File: src/rtl/amem_pkg.sv
`timescale 1ns/1ps
package amem_pkg;
    localparam int NBANK   = 4;
    localparam int CNT_W   = 3;
    localparam int ENF_LSB = 1;

    localparam int OFF_GCTL  = 0;
    localparam int OFF_BCTL0 = 4;
    localparam int OFF_BCTL1 = 8;

    typedef enum logic [1:0] {
        SZ_BYTE = 2'd0,
        SZ_HALF = 2'd1,
        SZ_WORD = 2'd2,
        SZ_RSVD = 2'd3
    } amem_size_e;

    typedef struct packed {
        logic [15:0] gctl;
        logic [31:0] bctl0;
        logic [31:0] bctl1;
        logic [31:0] rdata;
        logic        err;
    } amem_regs_t;
endpackage

File: src/rtl/amem_regfile.sv
`timescale 1ns/1ps
module amem_regfile
    import amem_pkg::*;
#(
    parameter int          REG_AW   = 4,
    parameter logic [15:0] GCTL_RST = 16'h00F2,
    parameter logic [31:0] BCTL_RST = 32'hFFC2FFC2
) (
    input  logic              clk,
    input  logic              rst_n,
    input  logic              reg_valid,
    input  logic              reg_we,
    input  logic [REG_AW-1:0] reg_addr,
    input  logic [1:0]        reg_size,
    input  logic [31:0]       reg_wdata,
    output logic [31:0]       reg_rdata,
    output logic              reg_err,
    output logic [CNT_W-1:0]  en_fld
);
    amem_regs_t regs_d, regs_q;

    logic hit_g, hit_b0, hit_b1, bad_off, bad_width;

    always_comb begin
        hit_g     = (reg_addr == REG_AW'(OFF_GCTL));
        hit_b0    = (reg_addr == REG_AW'(OFF_BCTL0));
        hit_b1    = (reg_addr == REG_AW'(OFF_BCTL1));
        bad_off   = !(hit_g || hit_b0 || hit_b1);
        bad_width = hit_g && (amem_size_e'(reg_size) != SZ_HALF);

        regs_d     = regs_q;
        regs_d.err = 1'b0;
        if (reg_valid) begin
            regs_d.err = bad_off || bad_width;
            if (reg_we) begin
                if (hit_g && !bad_width) regs_d.gctl  = reg_wdata[15:0];
                if (hit_b0)              regs_d.bctl0 = reg_wdata;
                if (hit_b1)              regs_d.bctl1 = reg_wdata;
            end else begin
                if (hit_g && !bad_width) regs_d.rdata = {16'h0000, regs_q.gctl};
                else if (hit_b0)         regs_d.rdata = regs_q.bctl0;
                else if (hit_b1)         regs_d.rdata = regs_q.bctl1;
                else                     regs_d.rdata = 32'h0;
            end
        end
    end

    always_ff @(posedge clk or negedge rst_n) begin
        if (!rst_n) begin
            regs_q.gctl  <= GCTL_RST;
            regs_q.bctl0 <= BCTL_RST;
            regs_q.bctl1 <= BCTL_RST;
            regs_q.rdata <= 32'h0;
            regs_q.err   <= 1'b0;
        end else begin
            regs_q <= regs_d;
        end
    end

    assign reg_rdata = regs_q.rdata;
    assign reg_err   = regs_q.err;
    assign en_fld    = regs_q.gctl[ENF_LSB +: CNT_W];
endmodule

File: src/rtl/amem_bank_count.sv
`timescale 1ns/1ps
module amem_bank_count
    import amem_pkg::*;
(
    input  logic [CNT_W-1:0] en_fld,
    output logic [NBANK-1:0] bank_en
);
    logic [CNT_W-1:0] cnt;

    always_comb begin
        cnt = (en_fld > CNT_W'(NBANK)) ? CNT_W'(NBANK) : en_fld;
    end

    for (genvar gi = 0; gi < NBANK; gi++) begin : g_en
        assign bank_en[gi] = (CNT_W'(gi) < cnt);
    end
endmodule

File: src/rtl/amem_bank_decode.sv
`timescale 1ns/1ps
module amem_bank_decode
    import amem_pkg::*;
#(
    parameter int                 ADDR_W      = 32,
    parameter int                 BANK_BITS   = 20,
    parameter logic [ADDR_W-1:0]  REGION_BASE = '0
) (
    input  logic                    mem_valid,
    input  logic [ADDR_W-1:BANK_BITS] mem_page,
    input  logic [NBANK-1:0]        bank_en,
    output logic [NBANK-1:0]        bank_sel,
    output logic                    mem_miss
);
    localparam int IDX_W   = $clog2(NBANK);
    localparam int TAG_LSB = BANK_BITS + IDX_W;

    logic             in_region;
    logic [IDX_W-1:0] idx;

    always_comb begin
        in_region = (mem_page[ADDR_W-1:TAG_LSB] == REGION_BASE[ADDR_W-1:TAG_LSB]);
        idx       = mem_page[TAG_LSB-1:BANK_BITS];
    end

    for (genvar gi = 0; gi < NBANK; gi++) begin : g_sel
        assign bank_sel[gi] = mem_valid && in_region && (idx == IDX_W'(gi)) && bank_en[gi];
    end

    assign mem_miss = mem_valid && (bank_sel == '0);
endmodule

File: src/rtl/amem_bank_ctrl.sv
`timescale 1ns/1ps
module amem_bank_ctrl
    import amem_pkg::*;
#(
    parameter int                REG_AW      = 4,
    parameter int                ADDR_W      = 32,
    parameter int                BANK_BITS   = 20,
    parameter logic [ADDR_W-1:0] REGION_BASE = ADDR_W'(32'h2000_0000),
    parameter bit                PAIR_BANKS  = 1'b1,
    parameter logic [15:0]       GCTL_RST    = 16'h00F2
) (
    input  logic              clk,
    input  logic              rst_n,
    input  logic              reg_valid,
    input  logic              reg_we,
    input  logic [REG_AW-1:0] reg_addr,
    input  logic [1:0]        reg_size,
    input  logic [31:0]       reg_wdata,
    output logic [31:0]       reg_rdata,
    output logic              reg_err,
    input  logic              mem_valid,
    input  logic [ADDR_W-1:0] mem_addr,
    output logic [3:0]        bank_sel,
    output logic              mem_miss
);
    localparam logic [31:0] BCTL_RST = PAIR_BANKS ? 32'hFFC2FFC2 : 32'h0000FFC2;

    logic [CNT_W-1:0] en_fld;
    logic [NBANK-1:0] bank_en;
    logic             unused_lo;

    assign unused_lo = ^mem_addr[BANK_BITS-1:0];

    amem_regfile #(
        .REG_AW  (REG_AW),
        .GCTL_RST(GCTL_RST),
        .BCTL_RST(BCTL_RST)
    ) regs_i (
        .clk      (clk),
        .rst_n    (rst_n),
        .reg_valid(reg_valid),
        .reg_we   (reg_we),
        .reg_addr (reg_addr),
        .reg_size (reg_size),
        .reg_wdata(reg_wdata),
        .reg_rdata(reg_rdata),
        .reg_err  (reg_err),
        .en_fld   (en_fld)
    );

    amem_bank_count cnt_i (
        .en_fld (en_fld),
        .bank_en(bank_en)
    );

    amem_bank_decode #(
        .ADDR_W     (ADDR_W),
        .BANK_BITS  (BANK_BITS),
        .REGION_BASE(REGION_BASE)
    ) dec_i (
        .mem_valid(mem_valid),
        .mem_page (mem_addr[ADDR_W-1:BANK_BITS]),
        .bank_en  (bank_en),
        .bank_sel (bank_sel),
        .mem_miss (mem_miss)
    );
endmodule

File: config.mk
export PLATFORM = sky130hd
export DESIGN_NAME = amem_bank_ctrl
export DESIGN_NICKNAME = d
export VERILOG_FILES = /design/src/rtl/amem_pkg.sv /design/src/rtl/amem_regfile.sv /design/src/rtl/amem_bank_count.sv /design/src/rtl/amem_bank_decode.sv /design/src/rtl/amem_bank_ctrl.sv
export SDC_FILE = /design/constraint.sdc
export NUM_CORES = 1
export LEC_CHECK = 0
export ABC_AREA = 1
export BUFFER_PORTS_ARGS = -buffer_cell sky130_fd_sc_hd__buf_4
export CAP_MARGIN = 10
export CORE_MARGIN = 2
export CORE_UTILIZATION = 60
export CTS_BUF_LIST = sky130_fd_sc_hd__clkbuf_2 sky130_fd_sc_hd__clkbuf_4 sky130_fd_sc_hd__clkbuf_8
export DETAILED_ROUTE_END_ITERATION = 10
export MAX_ROUTING_LAYER = met4
export PLACE_DENSITY = 0.86
export SLEW_MARGIN = 15
export SYNTH_ARGS = -nofsm -noshare
export SYNTH_HDL_FRONTEND = slang
export SYNTH_SLANG_ARGS = --single-unit
File: constraint.sdc
create_clock -name clk -period 2.3 [get_ports clk]
set_clock_uncertainty 0.15 [all_clocks]
set_input_delay 0.46 -clock clk [delete_from_list [all_inputs] [get_ports clk]]
set_output_delay 0.46 -clock clk [all_outputs]
set_load 0.1 [all_outputs]
# ---- Yosys cells after proc, flatten, opt, wreduce, memory -nomap -nowiden
# Index checks and enable logic that the tools add are counted.
dict set report totals {
  regBits 113
  wordCells 47
  out_inout_bits 38
  in_bits 75
}
dict set report classes {
  n_reduce_logical 24
  muxes 5
  n_eq_ne 7
  n_bitwise 1
  n_lt_le_gt_ge 5
}
# operator n
set ops {}
lappend ops {{$mux W32} 3}
lappend ops {{$logic_and A1 B1 Y1} 12}
lappend ops {{$eq A10 B8 Y1 const B} 1}
lappend ops {{$reduce_and A3 Y1} 3}
lappend ops {{$logic_not A4 Y1} 2}
lappend ops {{$lt A1 B3 Y1 const A} 2}
lappend ops {{$lt A2 B3 Y1 const A} 2}
lappend ops {{$eq A2 B2 Y1 const B} 2}
lappend ops {{$eq A4 B3 Y1 const B} 1}
lappend ops {{$eq A4 B4 Y1 const B} 1}
lappend ops {{$gt A3 B3 Y1 const B} 1}
lappend ops {{$logic_or A1 B1 Y1} 3}
lappend ops {{$mux W3} 1}
lappend ops {{$eq A2 B1 Y1 const B} 1}
lappend ops {{$logic_not A1 Y1} 2}
lappend ops {{$logic_not A2 Y1} 1}
lappend ops {{$ne A2 B1 Y1 const B} 1}
lappend ops {{$reduce_and A2 Y1} 1}
lappend ops {{$mux W1} 1}
lappend ops {{$not A1 Y1} 1}

# ---- Logic depth before layout (Yosys ltp)
# Gate-level depths: netlist of the first run.
dict set report depth {
  ltp_word 6
  mapped_depth 9
  mapped_depth_nobuf 8
}

# ---- By module
# Synthesis of the first run repeated with hierarchy kept, for this count alone.
dict set report hier_totals {
  cells_unflattened 666
  hier_area_um2 5363.9
}
# mod seq_area_each_um2 area_each_um2 n_inst cells_each
set modules_own_cells {}
lappend modules_own_cells {amem_regfile 2889.0 5168.7 1 620}
lappend modules_own_cells {amem_bank_decode 0.0 162.7 1 38}
lappend modules_own_cells {amem_bank_count 0.0 32.5 1 8}

# ---- Worst setup path before layout of the first run
# Ideal clock, no wire load.
dict set report synth_path {
  path_kind {input port to output port}
  from {input port mem_addr[27]}
  to {output port bank_sel[0]}
  cell_stages 5
  required_ps 1690
  t_arrival_ps 2852
  setup_slack_ps -1162
  n_path_buf 0
  cell_sequence {nor2_1 nand3b_1 nor2_1 nand3_1 nor3_1}
}
dict set report synth_via {
  elab_chain_cells 4
}
# item line_no
set synth_lines {}
lappend synth_lines {{from (decl)} amem_bank_ctrl.sv:22} ;# input logic [ADDR_W-1:0] mem_addr,
lappend synth_lines {{$eq A10 B8 Y1} amem_bank_decode.sv:22} ;# in_region = (mem_page[ADDR_W-1:TAG_LSB] == REGION_BASE[ADDR_W-1:TAG_LSB]);
lappend synth_lines {{$logic_and A1 B1 Y1 (3 in a row)} amem_bank_decode.sv:27} ;# assign bank_sel[gi] = mem_valid && in_region && (idx == IDX_W'(gi)) && bank_en[gi];
lappend synth_lines {{to (decl)} amem_bank_ctrl.sv:23} ;# output logic [3:0] bank_sel,
# Every way passes these cells.

# ---- Final worst setup path of the first run
dict set report layout_path {
  from {register regs_i.regs_q[98] (netlist: regs_i.en_fld[0])}
  to {output port mem_miss}
}
dict set report layout_via {
  elab_chain_cells 6
  elab_cells_between_ends 12
  cone_classes {5 x order compare; 1 x mux; 6 x reduce/logical}
}
# item line_no
set layout_lines {}
lappend layout_lines {{from (decl)} amem_regfile.sv:20} ;# amem_regs_t regs_d, regs_q;
lappend layout_lines {{from (signal assigned)} amem_regfile.sv:56} ;# regs_q <= regs_d;
lappend layout_lines {{$gt A3 B3 Y1} amem_bank_count.sv:11} ;# cnt = (en_fld > CNT_W'(NBANK)) ? CNT_W'(NBANK) : en_fld;
lappend layout_lines {{$mux W3 (*)} amem_bank_count.sv:11}
lappend layout_lines {{$lt A1 B3 Y1 / $lt A2 B3 Y1 (equally long branches)} amem_bank_count.sv:15} ;# assign bank_en[gi] = (CNT_W'(gi) < cnt);
lappend layout_lines {{$logic_and A1 B1 Y1} amem_bank_decode.sv:27}
lappend layout_lines {{$logic_not A4 Y1 (*)} amem_bank_decode.sv:30} ;# assign mem_miss = mem_valid && (bank_sel == '0);
lappend layout_lines {{$logic_and A1 B1 Y1 (*)} amem_bank_decode.sv:30}
lappend layout_lines {{to (decl)} amem_bank_ctrl.sv:24} ;# output logic mem_miss
# Mark *: on every way between the ends. The rest lies on a longest branch, timed or not.

==> results of run 1 <==
[power groups by stage]
stage	clock network [W]	logic, W	registers [W]
after floorplan	0	0.000691	0.00252
after global placement	0	0.000868	0.00253
after detailed placement	0	0.000905	0.00255
after CTS	0.00230	0.000917	0.00252
after global routing	0.00239	0.00101	0.00256
final	0.00228	0.000914	0.00252
[layer usage]
| layer | track usage | share of wire | vias up |
|---|---|---|---|
| met3 | 0.0518 | 0.042 | 18 |
| met1 | 0.317 | 0.42 | 2112 |
| met4 | 0.0800 | 0.011 | 0 |
| met2 | 0.427 | 0.53 | 121 |
| met5 | - | 0 | - |
| li1 | - | - | 2143 |
[path summary, 6_finish.rpt]
check,from,cells after the start,end,slack [ps]
max in group asynchronous,rst_n,3,regs_i.regs_q[34],980
max reg2reg,regs_i.regs_q[80],4,regs_i.reg_rdata[15],1160
min reg2reg,regs_i.regs_q[78],2,regs_i.regs_q[78],330
min,reg_wdata[3],3,regs_i.en_fld[2],120
max,regs_i.en_fld[0],6,mem_miss,70
min in group asynchronous,rst_n,2,regs_i.reg_rdata[11],370
[layout make-up]
class | count | area [um^2]
inverters | 64 | 250
fillers | 669 | 2470
repair buffers | 103 | 833
clock buffers | 21 | 283
well taps | 129 | 161
flip-flops and latches | 113 | 2890
multi-input cells | 421 | 2140
clock inverters | 11 | 208
[cells in the mapped netlist]
cell type,n,area (um^2)
nor2_4,2,22.5
nand3_1,14,70.1
or2_2,1,6.26
nor2_2,3,18.8
nand2_8,2,40.0
o21ai_0,20,100
clkbuf_1,5,18.8
nand3_4,1,17.5
dfrtp_1,64,1600
clkinv_4,2,17.5
a21oi_2,11,96.3
o21ai_1,5,25.0
buf_4,34,255
buf_6,17,191
buf_2,3,15.0
clkinv_1,1,3.75
o21ai_2,60,526
nor3_1,5,25.0
nand3b_1,1,7.51
nand4_1,6,37.5
a21oi_1,4,20.0
nand2_4,2,22.5
nand2_1,228,856
dfstp_2,49,1290
nor2_1,56,210
inv_1,61,229
[state kept, by name, summed over array words and instances (netlist names)]
register and flops:
regs_i.reg_err 1, regs_i.reg_rdata 32, regs_i.regs_q 77, regs_i.en_fld 3
[logic make-up after synthesis]
kind of cell	count (synthesis)	synth area share
compound gates	100	0.134
buf+inv	123	0.128
flops	113	0.505
simple gates	321	0.233
[tightest hold or removal path, cell delays in order]
cell	delay (ps)
buf_4	90
nand2_1	40
o21ai_0	60
[repair_timing]
action / in CTS / in global routing
endpoints found under the setup margin: 1 / 3
hold endpoints to repair: 19 / 0
hold buffers: 1 / 0
gates resized for setup: 1 / 10
pin swaps: 0 / 1
[stage by stage]
| stage | setup WS [ps] | util | hold slack [ps] | TNS (ps) |
|---|---|---|---|---|
| floorplan | -369 | - | 14.4 | -1480 |
| global placement | 162 | 0.674 | 267 | 0 |
| detailed placement | 35.8 | 0.674 | 276 | 0 |
| CTS | 9.65 | 0.729 | 112 | 0 |
| global route | 8.10 | 0.732 | 124 | 0 |
| finish | 68.7 | 0.732 | 122 | 0 |
==> metrics.md, run 1 <==
| Metric | Value |
|---|---|
| Layout Cells excl Fill | `~860` |
| Root Driver | `clkbuf_8` |
| Die ar. | `0.0103 mm^2` |
| Largest net degree at the start of global routing | `between 60 and 70` |
| CTS H-Tree Depth | `4` |
| Placed insts | `between 800 and 900` |
| Initial cell density of the core | `0.619` |
| Peak VDD IR | `~0.00055 V` |
| Clock share of power | `0.399` |
| Die Ht | `just over 100 um` |
| Register area share after synthesis | `0.505` |
| Number of buffers created by CTS | `17` |
| Die W | `about 100 um` |
| Hold Path Class | `in2reg` |
| Worst Path Arrival | `between 1500 and 2000 ps` |
| Insertion delay to the later sink of the worst-skew pair | `between 400 and 500 ps` |
| Commonest cells after routing, fill and taps aside | `nand2_1, buf_4, dfrtp_1, o21ai_2, inv_1` |
| Unique masters post-synth | `26` |
| Count of final hold-check violations | `0` |
| Design Area, Final | `0.00677 mm^2` |
| Vias in the first global route | `4451` |
| Avg Cell Area, Syn | `between 8 and 9 um^2` |
| Final setup viols | `0` |
| Leading cell type in the layout, fill and taps excluded | `nand2_1` |
| Post-synthesis register bit count | `between 100 and 150` |
| Crit path time final | `about 2200 ps` |
| Max incr delay on CP | `between 500 and 600 ps` |
| Pint | `around 0.0042 W` |
| Cell count after synthesis | `about 660` |
| Final Max Slew Viols | `0` |
| Crit path capture type | `primary output` |
| Max frequency | `~450 MHz` |
| Clock Path Buffers | `2` |
| CTS clock-pin slew for the worst setup and hold paths | `70 ps` |
| Slowest cell on the critical path | `dfstp_2` |
| Total global routing overflow | `0` |
| First-pass GRT wire length | `a little over 20000 um` |
| IO buf count | `92` |
| Synth-to-Final Area Change | `18.3%` |
| Cell Rows | `35` |
| Comb power frac | `0.160` |
| CP top delay family | `flip-flops` |
| Reg power frac | `0.441` |
| Router iterations before antenna repair | `7` |
| Wire per inst | `roughly 14 um` |
| Status | `completed` |
| DRT antenna net count | `0` |
| Initial antenna violation count | `0` |
| Via count | `4394` |
| Ant. Diodes | `0` |
| Net Sw Power | `0.00154 W` |
| Leakage Power | `roughly 3.4 nW` |
| Average vias per placed instance | `5.10` |
| Unrepaired setup endpoints after global routing | `no` |
| Slew @ Worst Pin | `approximately 520 ps` |
| Drt first-iter violations | `about 250` |
| GRT Overall Usage | `0.257` |
| Mapped Area | `0.00572 mm^2` |
| WS Path Type | `reg2out` |
| Final Total Pwr | `roughly 0.0057 W` |
| Startpoint types | `register` |
| CTS sink count | `between 100 and 150` |
| Placed instance area | `0.00623 mm^2` |
| Share of layout cells above drive strength 1 | `0.378` |
| Power density cells | `846 mW/mm^2` |
| Total wire length | `12100 um` |
| Final #Nets | `between 700 and 800` |
| Crit Path Max Fanout | `3` |
| CTS tree | `built` |
| Switching share of power | `0.269` |
| Number of max-cap violations | `0` |
| Crit path cell chain | `inv_2 -> nand3_2 -> nand3_1 -> a21oi_2 -> nor2_4 -> buf_12` |
| Worst Path Buf+Inv | `2` |
| Yosys Warn Count | `0` |
| Post-DP HPWL | `7600 um` |
| Core box area | `a little over 0.009 mm^2` |
| IO Count | `113` |
| # DRC | `0` |
| Worst EP required | `1690 ps` |
| Post-CTS Setup Bufs | `0` |
| Routability congestion estimate | `slightly below 0.8` |
| Mapped Nets | `732` |
| Max-slew headroom | `0.654` |
| Tcrit/Tclk final | `0.970` |
No activity file was read; power rests on OpenSTA's default activity.
==> inputs of run 2 (changes only) <==
Settings changed: CELL_PAD_IN_SITES_DETAIL_PLACEMENT set to 2, CELL_PAD_IN_SITES_GLOBAL_PLACEMENT set to 2, CORE_UTILIZATION 60 to 37, PLACE_DENSITY 0.86 to unset, PLACE_DENSITY_LB_ADDON set to 0.1.
==> run 2 against run 1 <==
Net effect: worst setup slack got worse by 12 ps; design area up 1.4%; sequential share of layout area decreased by 0.58 points; total power down 0.10%; die area up 59%; core utilization down 28 points; clock power fell by 2%; count of clock-buffer cells in the layout increased by 1; non-clock buffer count grew 4.
==> metrics.md, run 2 (same netlist as run 1, synthesis figures left out) <==
| Metric | Value |
|---|---|
| Cell Rows | `45` |
| Slowest cell on the critical path | `dfstp_2` |
| Die ar. | `about 0.016 mm^2` |
| Max incr delay on CP | `between 500 and 600 ps` |
| Average vias per placed instance | `just under 5` |
| Worst Hold Slack | `~110 ps` |
| DRT antenna net count | `0` |
| CTS sink count | `113` |
| Die W | `roughly 130 um` |
| Insertion delay to the later sink of the worst-skew pair | `~440 ps` |
| CTS H-Tree Depth | `4` |
| Peak VDD IR | `around 0.00036 V` |
| Unrepaired setup endpoints after global routing | `yes` |
| Tcrit/Tclk final | `0.976` |
| Design Area, Final | `0.00686 mm^2` |
| Crit path cell chain | `inv_2 -> nand3_2 -> nand2_2 -> nor3_2 -> buf_6` |
| WS Path Type | `reg2out` |
| Critical Path Start | `regs_i.en_fld[0]` |
| Crit Path Max Fanout | `3` |
| Crit path capture type | `primary output` |
| Commonest cells after routing, fill and taps aside | `nand2_1, buf_4, dfrtp_1, o21ai_2, inv_1` |
| IO Count | `113` |
| Count of final hold-check violations | `0` |
| Leading cell type in the layout, fill and taps excluded | `nand2_1` |
| Top reg by flops | `regs_i.regs_q` |
| Clock Path Buffers | `2` |
| Ant. Diodes | `0` |
| Status | `completed` |
| Final #Nets | `approximately 800` |
| FF-to-FF path depth | `4` |
| Via count | `between 4000 and 5000` |
| Routability congestion estimate | `approximately 0.74` |
| Final Max Slew Viols | `0` |
| Max reg flops | `77` |
| GRT Overall Usage | `0.208` |
| Die Ht | `128 um` |
| First-pass GRT wire length | `~26000 um` |
| Largest net degree at the start of global routing | `70` |
| TNS Setup | `0 ps` |
| Router iterations before antenna repair | `4` |
| IO buf count | `between 90 and 100` |
| Total wire length | `between 15000 and 20000 um` |
| Drt first-iter violations | `~140` |
| Worst Path Arrival | `between 1500 and 2000 ps` |
| Number of buffers created by CTS | `17` |
| Slew @ Worst Pin | `526 ps` |
| Leakage Power | `~3.5 nW` |
| Core box area | `0.0151 mm^2` |
| Synth-to-Final Area Change | `19.9%` |
| Worst setup path end | `bank_sel[0]` |
| Post-DP HPWL | `approximately 10000 um` |
| Worst EP required | `1690 ps` |
| Power density cells | `between 800 and 900 mW/mm^2` |
| Initial cell density of the core | `0.378` |
| Worst R2R Setup Slack | `~1100 ps` |
| Hold Path Class | `in2reg` |
| Share of layout cells above drive strength 1 | `0.384` |
| Root Driver | `clkbuf_8` |
| # DRC | `0` |
| CTS clock-pin slew for the worst setup and hold paths | `about 70 ps` |
| Reg2reg end | `regs_i.reg_rdata[1]` |
| Number of max-cap violations | `0` |
| Startpoint types | `register` |
| Max-slew headroom | `0.648` |
| Vias in the first global route | `around 5200` |
| Placed instance area | `between 0.006 and 0.007 mm^2` |
| Wire per inst | `approximately 17 um` |
| Max frequency | `about 450 MHz` |
| Total global routing overflow | `0` |
| Initial antenna violation count | `0` |
| CTS tree | `built` |
| Crit path time final | `between 2000 and 2500 ps` |
| Worst R2R Start | `regs_i.regs_q[66]` |
| Final setup viols | `0` |
run 2: cell count changes in the layout (fill, tap and decap cells not counted), sizes merged:
cell,change
buf,+4
bufinv,-1
clkbuf,+1
run 2: critical path, delay by kind of cell, from the launching register on:
family	cells	cell delay (ps)
flip-flops	1	560
AND/OR/NAND/NOR	3	340
buffers and inverters	2	300
run 2: worst min path at each step:
stage	startpoint	end	slack, ps	cells after the start
2_1_floorplan	rst_n	regs_i.en_fld[1]	10	0
3_3_place_gp	regs_i.regs_q[74]	regs_i.regs_q[74]	310	2
3_5_place_dp	rst_n	regs_i.regs_q[108]	320	2
4_1_cts	reg_wdata[1]	regs_i.en_fld[0]	90	3
5_1_grt	reg_wdata[3]	regs_i.en_fld[2]	110	3
6_report	reg_wdata[3]	regs_i.en_fld[2]	110	3
run 2: cell type report:
type / count / area (um^2)
Multi-Input combinational cell: 421 / 2150
Sequential cell: 113 / 2890
Inverter: 64 / 250
Clock inverter: 10 / 181
Timing Repair Buffer: 107 / 863
Tap cell: 188 / 235
Clock buffer: 22 / 290
Fill cell: 1669 / 8290
run 2: metrics by stage:
stage / total power, W / setup slack, ps / instances / util
floorplan: 0.00321 / -369 / 657 / -
global placement: 0.00343 / 147 / 891 / 0.418
detailed placement: 0.00350 / 97.1 / 891 / 0.418
CTS: 0.00578 / -12.1 / 924 / 0.450
global route: 0.00599 / -7.40 / 925 / 0.453
finish: 0.00572 / 56.3 / 925 / 0.453
run 2: power breakdown:
part           internal (W)  switching, W
combinational      0.000323      0.000611
clock               0.00140      0.000847
sequential          0.00237      0.000163
total               0.00409       0.00162
run 2: repair_timing:
action | CTS | global route
resized for setup | 3 | 10
setup endpoints to repair | 2 | 3
pin swaps | 0 | 3
hold buffers | 1 | 0
hold endpoints to repair | 64 | 0
buffers inserted | 0 | 1
run 2: routing by layer:
layer  track usage  wire length [um]
met5             -                 0
met4        0.0763               229
met3        0.0370               470
met2         0.370              8170
met1         0.232              6430
